===== src/rtl/sysopt_pkg.sv =====
package sysopt_pkg;
  localparam int ADDR_W = 16;
  localparam int DATA_W = 8;
  localparam logic [ADDR_W-1:0] REG_ADDR = 16'h1802;

  localparam int BIT_WDOG_EN  = 7;
  localparam int BIT_WDOG_CLK = 6;
  localparam int BIT_STOP     = 5;
  localparam int BIT_RF       = 4;
  localparam int BIT_TR_EN    = 3;
  localparam int BIT_TR_HIGH  = 2;
  localparam int BIT_DBG      = 1;

  // strobes from control to datapath
  typedef struct packed {
    logic wrFree;  // write hit: free fields load
    logic wrOnce;  // write hit with lock clear: guarded fields load
    logic rdHit;   // read hit: drive read data
  } sysopt_strb_t;
endpackage


===== src/rtl/sysopt_ctrl.sv =====
module sysopt_ctrl
  import sysopt_pkg::*;
(
  input  logic              clk,
  input  logic              rstAll_n,
  input  logic [ADDR_W-1:0] busAddr,
  input  logic              busWrEn,
  input  logic              busRdEn,
  output sysopt_strb_t      strb
);
  logic addrHit;
  logic lockSet;

  assign addrHit = (busAddr == REG_ADDR);

  always_ff @(posedge clk or negedge rstAll_n) begin
    if (!rstAll_n) lockSet <= 1'b0;
    else if (busWrEn && addrHit) lockSet <= 1'b1;
  end

  always_comb begin
    strb.wrFree = busWrEn && addrHit;
    strb.wrOnce = busWrEn && addrHit && !lockSet;
    strb.rdHit  = busRdEn && addrHit;
  end
endmodule


===== src/rtl/sysopt_dp.sv =====
module sysopt_dp
  import sysopt_pkg::*;
(
  input  logic              clk,
  input  logic              porRst_n,
  input  logic              rstAll_n,
  input  sysopt_strb_t      strb,
  input  logic [DATA_W-1:0] wrData,
  output logic [DATA_W-1:0] rdData,
  output logic [DATA_W-1:0] fields
);
  localparam logic [2:0] ONCE_RST = 3'b100;
  localparam logic [2:0] FREE_RST = 3'b001; // bits 3..1

  logic [2:0] onceQ;  // bits 7..5
  logic       rfQ;    // bit 4
  logic [2:0] freeQ;  // bits 3..1

  always_ff @(posedge clk or negedge rstAll_n) begin
    if (!rstAll_n) onceQ <= ONCE_RST;
    else if (strb.wrOnce) onceQ <= wrData[BIT_WDOG_EN:BIT_STOP];
  end

  always_ff @(posedge clk or negedge rstAll_n) begin
    if (!rstAll_n) freeQ <= FREE_RST;
    else if (strb.wrFree) freeQ <= wrData[BIT_TR_EN:BIT_DBG];
  end

  // only power-on reaches this bit
  always_ff @(posedge clk or negedge porRst_n) begin
    if (!porRst_n) rfQ <= 1'b0;
    else if (strb.wrFree) rfQ <= wrData[BIT_RF];
  end

  assign fields = {onceQ, rfQ, freeQ, 1'b0};
  assign rdData = strb.rdHit ? fields : '0;
endmodule


===== src/rtl/sysopt_reg.sv =====
module sysopt_reg
  import sysopt_pkg::*;
(
  input  logic              clk,
  input  logic              porRst_n,
  input  logic              mcuRst_n,
  input  logic [ADDR_W-1:0] busAddr,
  input  logic              busWrEn,
  input  logic [DATA_W-1:0] busWrData,
  input  logic              busRdEn,
  output logic [DATA_W-1:0] busRdData,
  output logic              wdogEn,
  output logic              wdogClkSel,
  output logic              stopAllow,
  output logic              rfEn,
  output logic              tempRestartEn,
  output logic              tempRestartHigh,
  output logic              debugPinSel
);
  logic              rstAll_n;
  sysopt_strb_t      strb;
  logic [DATA_W-1:0] fields;

  assign rstAll_n = porRst_n & mcuRst_n;

  sysopt_ctrl ctrl_i (
    .clk      (clk),
    .rstAll_n (rstAll_n),
    .busAddr  (busAddr),
    .busWrEn  (busWrEn),
    .busRdEn  (busRdEn),
    .strb     (strb)
  );

  sysopt_dp dp_i (
    .clk      (clk),
    .porRst_n (porRst_n),
    .rstAll_n (rstAll_n),
    .strb     (strb),
    .wrData   (busWrData),
    .rdData   (busRdData),
    .fields   (fields)
  );

  assign wdogEn          = fields[BIT_WDOG_EN];
  assign wdogClkSel      = fields[BIT_WDOG_CLK];
  assign stopAllow       = fields[BIT_STOP];
  assign rfEn            = fields[BIT_RF];
  assign tempRestartEn   = fields[BIT_TR_EN];
  assign tempRestartHigh = fields[BIT_TR_HIGH];
  assign debugPinSel     = fields[BIT_DBG];
endmodule


===== config.mk =====
export PLATFORM = sky130hd
export DESIGN_NAME = sysopt_reg
export DESIGN_NICKNAME = d
export VERILOG_FILES = /design/src/rtl/sysopt_pkg.sv /design/src/rtl/sysopt_ctrl.sv /design/src/rtl/sysopt_dp.sv /design/src/rtl/sysopt_reg.sv
export SDC_FILE = /design/constraint.sdc
export NUM_CORES = 1
export LEC_CHECK = 0
export ABC_AREA = 1
export BUFFER_PORTS_ARGS = -buffer_cell sky130_fd_sc_hd__buf_2
export CELL_PAD_IN_SITES_DETAIL_PLACEMENT = 2
export CELL_PAD_IN_SITES_GLOBAL_PLACEMENT = 2
export CORE_ASPECT_RATIO = 1.75
export CORE_MARGIN = 2
export CORE_UTILIZATION = 18
export DETAILED_ROUTE_END_ITERATION = 8
export GPL_TIMING_DRIVEN = 0
export PLACE_DENSITY = 0.86
export REMOVE_ABC_BUFFERS = 1
export SLEW_MARGIN = 10
export SYNTH_ARGS = -nofsm -noshare
export SYNTH_HDL_FRONTEND = slang
export SYNTH_SLANG_ARGS = --single-unit

===== constraint.sdc =====
create_clock -name clk -period 1.5 [get_ports clk]
set_input_delay 0.375 -clock clk [delete_from_list [all_inputs] [get_ports clk]]
set_output_delay 0.375 -clock clk [all_outputs]
set_load 0.005 [all_outputs]

==> results.md, run 1 <==
- Clock power frac: 44.2%
- CTS root buf: clkbuf_8
- Die H: 80.89 um
- Fmax achieved: 616.7 MHz
- Largest net degree at the start of global routing: 10
- Inserted Diodes: 0
- Max clock buf depth: 2
- Initial Utilization: 18.47%
- Worst-Skew Late Latency: 0.23 ns
- Final Critical Period: 1.622 ns
- PD cells: 549.4 nW/um2
- R2R Path Start: ctrl_i.lockSet
- Required @ worst endpoint: 1.12 ns
- Core Area: 3293 um2
- Sw Ratio: 24.24%
- Clock-pin transition on the worst setup and hold timing paths: 0.04 ns
- Vias in the first global route: 810
- WP data arrival: 1.25 ns
- Synth Area in Simple Gates: 52.47%
- Cell variety after synth: 17
- Crit path launch: busAddr[6]
- Post-route ant nets: 0
- Final hold violations: 0
- Drt total wl: 2420 um
- Row cnt: 28
- Post-DP HPWL: 1922 um
- Buffers on Ports: 41
- Xor and xnor fraction of the mapped netlist area: 0%
- Adder-Cell Fraction of Synth Area: 0%
- Vias/cell: 4.104
- Post-synth top area cell: dfrtp_1
- P_leak: 0.5995 nW
- GRT overflow: 0
- Die X: 47.94 um
- Critical path's largest stage delay: 0.15 ns
- Vias: 747
- Dpl ws: -0.2337 ns
- Status: finished, violations left
- Max IR drop VDD: 284.0 uV
- Die area: 3877 um2
- Startpoint types: input port
- Compound-Gate Fraction of Synth Area: 0%
- Gate Count Post-Synth: 87
- Yosys top cell area share: 24.69%
- Worst setup path endpoint: busRdData[6]
- Worst hold path type: input port to asynchronous set/reset pin
- Setup CP Type: input port to output pin
- CP Max Fanout: 7
- Fin nets: 168
- Area used by multi-input combinational logic: 372.9 um2
- Failing checks: setup timing
- GRT Resource Usage Total: 13.95%
- Drt pass-1 iters: 2
- Top cells by area, synth: dfrtp_1 (25%), nand2_1 (13%), inv_1 (9.9%), nor2_2 (9.3%), dfstp_2 (8.6%)
- Routed len/inst: 13.30 um
- Clk sinks: 8
- RSZ-0062 raised after global routing: true
- Initial DRC Count: 1
- Critical path, cell by cell: buf_6, nor2_2, nand2_2, inv_2, nand2_4, nor2_8, nand2_8, nor2_4, buf_2
- Max-Cap Viols: 0
- Crit-path slowest cell: nor2_8
- Internal: 0.4562 mW
- Sequential share of power: 36.1%
- Flop2flop setup slack: 0.52 ns
- Area taken by flip-flops and latches: 202.7 um2
- Area grow syn2layout: 80.25%
- H-tree levels: 1
- Mapped cell area: 608.1 um2
- Mux cell area share after synthesis: 0%
- Post-Syn Area per Cell: 6.989 um2
- GP Congestion: 0.7254
- Max-slew violation count: 0
- TritonCTS clock tree: yes
- Num CTS Buffers: 3
- Worst Skew: 0.0002202 ns
- DRC viols: 0
- Combinational Power Share: 19.8%
- Worst Reg2Reg Path Length in Cells: 4
- Number of fill cells: 393
- # setup viols final: 7
- PnR worst setup slack: -0.1216 ns
- P_sw: 0.1460 mW
- Period utilization: 108.1%
- Main combinational cell family by area after synthesis: simple AND/OR/NAND/NOR gates
- Seq/Total Area, Yosys: 33.33%
- Share of cells above drive strength 1: 62.04%
- Crit path capture type: output pin
- Initial antenna violation count: 0
- Ys Warns: 0
- First-pass GRT wire length: 3629 um
- Final Power: 0.6022 mW
- Reg2reg end: dp_i.onceQ[0]
- Io pins: 44
- Flip-flop and latch count after synthesis: 8
## how the worst min path moves through the flow
stage	from	end	slack (ns)
detailed placement	porRst_n	dp_i.rfQ	0.16
global placement	porRst_n	dp_i.rfQ	0.16
CTS	mcuRst_n	dp_i.onceQ[1]	0.08
global route	mcuRst_n	dp_i.onceQ[1]	0.15
floorplan	porRst_n	dp_i.rfQ	0.08
finish	mcuRst_n	dp_i.freeQ[1]	0.07
## flip-flops by register name, summed over array words and instances, names as in the netlist
signal and cells:
dp_i.onceQ 3, dp_i.rfQ 1, dp_i.freeQ 3, ctrl_i.lockSet 1
## power groups by stage
stage	clock network, mW	logic, mW	registers, mW
floorplan	0	0.0255	0.220
global placement	0	0.0703	0.220
detailed placement	0	0.0760	0.220
CTS	0.272	0.0994	0.217
global route	0.279	0.131	0.217
finish	0.266	0.119	0.217
## synthesized netlist by cell type
master and instances:
nor2_2 9, nor2_8 1, nand2_4 1, nor2_4 2, clkbuf_1 1, nand2_8 1
nor2_1 8, dfstp_2 2, nand2_1 21, nand2_2 3, nand3_1 6, buf_4 1
inv_2 3, conb_1 1, dfrtp_1 6, inv_1 16, nand4_1 5
## repair_timing
item | in CTS | in global routing
gates cloned | 0 | 0
setup endpoints to repair | 7 | 7
hold buffers | 1 | 0
endpoints found under the hold margin | 1 | 0
setup buffers | 4 | 3
gates resized for setup | 17 | 16
pin swaps | 7 | 15
## stage by stage
step                      hold WS (ns)  cells  cell area, um2  TNS [ns]  util [%]
after global routing            0.1459    182            1096    -1.113     33.28
after floorplan                0.07941     85           596.8         0         -
after CTS                      0.08346    179            1001   -0.7905     30.40
after detailed placement        0.1610    171           858.3    -1.603     26.06
final                          0.07096    182            1096   -0.7030     33.28
after global placement          0.1563    171           858.3    -1.241     26.06
## cell families after synthesis
kind of cell / count (synthesis)
buffers and inverters: 21
flip-flops: 8
other: 1
AND/OR/NAND/NOR: 57
## placed cells by master (no fill, tap or decap), drive strengths merged
cell type     n
buf          48
nand2        26
nor2         20
inv          19
nand3         6
dfrtp         6
nand4         5
clkbuf        3
dfstp         2
conb          1
dlygate4sd3   1
## routing by layer
layer  wire length [um]  track usage (%)
met4                 77            9.730
met1                625            11.02
met5                  0                0
met2               1619            27.60
met3                 97            1.333
## worst max-delay path: cells and delay by family
family,cells,cell delay [ns]
AND/OR/NAND/NOR,6,0.59
buffers and inverters,3,0.27
## cell type report
class	count	area share, %
clock buffers	3	3.767
inverters	19	6.735
multi-input cells	58	34.02
flip-flops and latches	8	18.49
well taps	45	5.137
repair buffers	49	31.85
Power figures use the tool's default switching activity.
==> run 2, diff against run 1 <==
--- a/config.mk
+++ b/config.mk
@@ -15,6 +15,7 @@
 export DETAILED_ROUTE_END_ITERATION = 8
 export GPL_TIMING_DRIVEN = 0
 export PLACE_DENSITY = 0.86
+export RECOVER_POWER = 100
 export REMOVE_ABC_BUFFERS = 1
 export SLEW_MARGIN = 10
 export SYNTH_ARGS = -nofsm -noshare
==> run 2 against run 1 <==
Effect of this change: the run still ends with setup timing left; largest power group unchanged; final cell count unchanged; register-to-register slack about the same; power decreased by 0.18%; worst setup slack got worse by 0.00054 ns; wire length increased by 0.62%; final area decreased by 0.57%; critical path type unchanged; via count decreased by 0.13%; utilization decreased by 0.19 points; maximum frequency about the same; combinational power about the same; non-clock buffer count unchanged; clock power about the same.
==> results.md, run 2 (same netlist as run 1, synthesis figures left out) <==
- Worst Skew: 0.0002197 ns (-0.0000004720 ns)
- Drt total wl: 2435 um (+0.62%)
- TritonCTS clock tree: yes
- CP Buf/Inv Count: 3 (unchanged)
- Area grow syn2layout: 79.22%
- Post-DP HPWL: 1922 um (unchanged)
- H-tree levels: 1 (unchanged)
- Largest registers: dp_i.freeQ (3), dp_i.onceQ (3)
- Clk sinks: 8 (unchanged)
- Fin nets: 168 (unchanged)
- Worst-Skew Late Latency: 0.23 ns (about the same)
- R2R Path Start: ctrl_i.lockSet
- Status: finished, violations left
- Reg2reg end: dp_i.onceQ[0]
- Number of fill cells: 397 (+1.0%)
- Die area: 3877 um2 (unchanged)
- Crit-path slowest cell: nor2_8
- Internal: 0.4552 mW (-0.22%)
- RSZ-0062 raised after global routing: true
- DRC viols: 0 (unchanged)
- Leading cell type in the layout, fill and taps excluded: buf_2
- CP Max Fanout: 7 (unchanged)
- Combinational Power Share: 19.7% (about the same)
- Clock-pin transition on the worst setup and hold timing paths: 0.04 ns (about the same)
- WP data arrival: 1.25 ns (about the same)
- Routed len/inst: 13.38 um (+0.62%)
- GRT Resource Usage Total: 13.95% (unchanged)
- Die H: 80.89 um (unchanged)
- Critical path, cell by cell: buf_6, nor2_2, nand2_2, inv_2, nand2_4, nor2_8, nand2_8, nor2_4, buf_2
- Die X: 47.94 um (unchanged)
- Vias in the first global route: 810 (unchanged)
- Commonest non-fill, non-tap cells in the layout: buf_2 (23), nand2_1 (17), buf_6 (13)
- Worst Reg2Reg Path Length in Cells: 4 (unchanged)
- GR Util met1: 11.02% (unchanged)
- Max clock buf depth: 2 (unchanged)
- Num CTS Buffers: 3 (unchanged)
- PnR worst setup slack: -0.1222 ns (-0.0005380 ns)
- # setup viols final: 7 (unchanged)
- P_leak: 0.5781 nW (-3.6%)
- P_sw: 0.1459 mW (about the same)
- Inserted Diodes: 0 (unchanged)
- Required @ worst endpoint: 1.12 ns (about the same)
- Sw Ratio: 24.27% (+0.028 points)
- Worst hold path type: input port to asynchronous set/reset pin
- GP Congestion: 0.7254 (unchanged)
- Initial antenna violation count: 0 (unchanged)
- Drt pass-1 iters: 2 (unchanged)
- Failing checks: setup timing
- Max-slew violation count: 0 (unchanged)
- Buffers on Ports: 41 (unchanged)
- Initial Utilization: 18.47% (unchanged)
- Sequential share of power: 36.1% (about the same)
- Dpl ws: -0.2337 ns (unchanged)
- Final Critical Period: 1.622 ns (+0.0005380 ns)
- Final Power: 0.6011 mW (-0.18%)
- First-pass GRT wire length: 3629 um (unchanged)
- Startpoint types: input port
- Crit path capture type: output pin
- CTS root buf: clkbuf_8
- Largest net degree at the start of global routing: 10 (unchanged)
- Io pins: 44 (unchanged)
- Critical path's largest stage delay: 0.15 ns (about the same)
- Gr busiest metal: met2
- Vias: 746 (-0.13%)
- Flop2flop setup slack: 0.52 ns (about the same)
- Core Area: 3293 um2 (unchanged)
- Setup CP Type: input port to output pin
- Row cnt: 28 (unchanged)
- Share of cells above drive strength 1: 56.93% (-5.1 points)
- Fmax achieved: 616.5 MHz (about the same)
- GRT overflow: 0 (unchanged)
- Period utilization: 108.1% (about the same)
- Delay-heaviest family, CP: simple AND/OR/NAND/NOR gates
- Met3 GRT Util: 1.333% (unchanged)
- Final hold violations: 0 (unchanged)
- Initial DRC Count: 1 (unchanged)
- PD cells: 551.6 nW/um2 (+0.39%)
- Post-route ant nets: 0 (unchanged)
- Max-Cap Viols: 0 (unchanged)
- Vias/cell: 4.099 (-0.13%)
- Clock power frac: 44.2% (about the same)
- Met2 usage: 27.60% (unchanged)
- Max IR drop VDD: 283.9 uV (about the same)
run 2: cell count changes in the layout (fill, tap and decap cells not counted), sizes merged:
cell,previous run,this run
buf,48,41
clkbuf,3,10
run 2: power groups by stage:
stage	clock [mW]	sequential (mW)	combinational, mW
final	0.266	0.217	0.119
after floorplan	0	0.220	0.0255
after global routing	0.279	0.217	0.130
after detailed placement	0	0.220	0.0760
after CTS	0.272	0.217	0.0994
after global placement	0	0.220	0.0703
run 2: per-stage QoR:
step | instance area, um2 | instances | utilization [%] | hold WS (ns) | setup TNS (ns)
2_1_floorplan | 596.8 | 85 | - | 0.07941 | 0
3_3_place_gp | 858.3 | 171 | 26.06 | 0.1563 | -1.241
3_5_place_dp | 858.3 | 171 | 26.06 | 0.1610 | -1.603
4_1_cts | 1001 | 179 | 30.40 | 0.08346 | -0.7905
5_1_grt | 1090 | 182 | 33.09 | 0.1461 | -1.119
6_report | 1090 | 182 | 33.09 | 0.07232 | -0.7051
run 2: worst max path at each step:
stage                   endpoint        start  slack, ns  cells after the start
finish              busRdData[6]   busAddr[6]      -0.12                      9
CTS                 busRdData[4]   busAddr[3]      -0.13                      9
global route        busRdData[6]   busAddr[6]      -0.18                      9
detailed placement  busRdData[6]  busAddr[13]      -0.23                      9
floorplan           busRdData[1]   busAddr[7]       0.10                      7
global placement    busRdData[2]  busAddr[13]      -0.18                      9
run 2: final cells by class:
cell class / instances / area [um2] / area share, %
clock buffers: 3 / 41.29 / 3.789
flip-flops and latches: 8 / 202.7 / 18.60
multi-input cells: 58 / 372.9 / 34.21
inverters: 19 / 73.82 / 6.774
well taps: 45 / 56.30 / 5.166
repair buffers: 49 / 342.8 / 31.46
run 2: worst reg2reg max path, delay by kind of cell, from the launching register on:
kind / cells / cell delay (ns)
DFF: 1 / 0.36
and+or+nand+nor: 3 / 0.37
buffers and inverters: 1 / 0.14
run 2: per-layer routing:
layer,vias to the layer above,part of all wire (%)
met3,5,4.2
met4,0,3.2
met5,-,0
li1,355,-
met1,359,26
met2,27,67
run 2: what timing repair did:
item	4_1_cts	5_1_grt
endpoints found under the setup margin	7	7
hold buffers	1	0
hold endpoints to repair	1	0
gates resized for setup	17	16
pin swaps	7	15
setup buffers	4	3
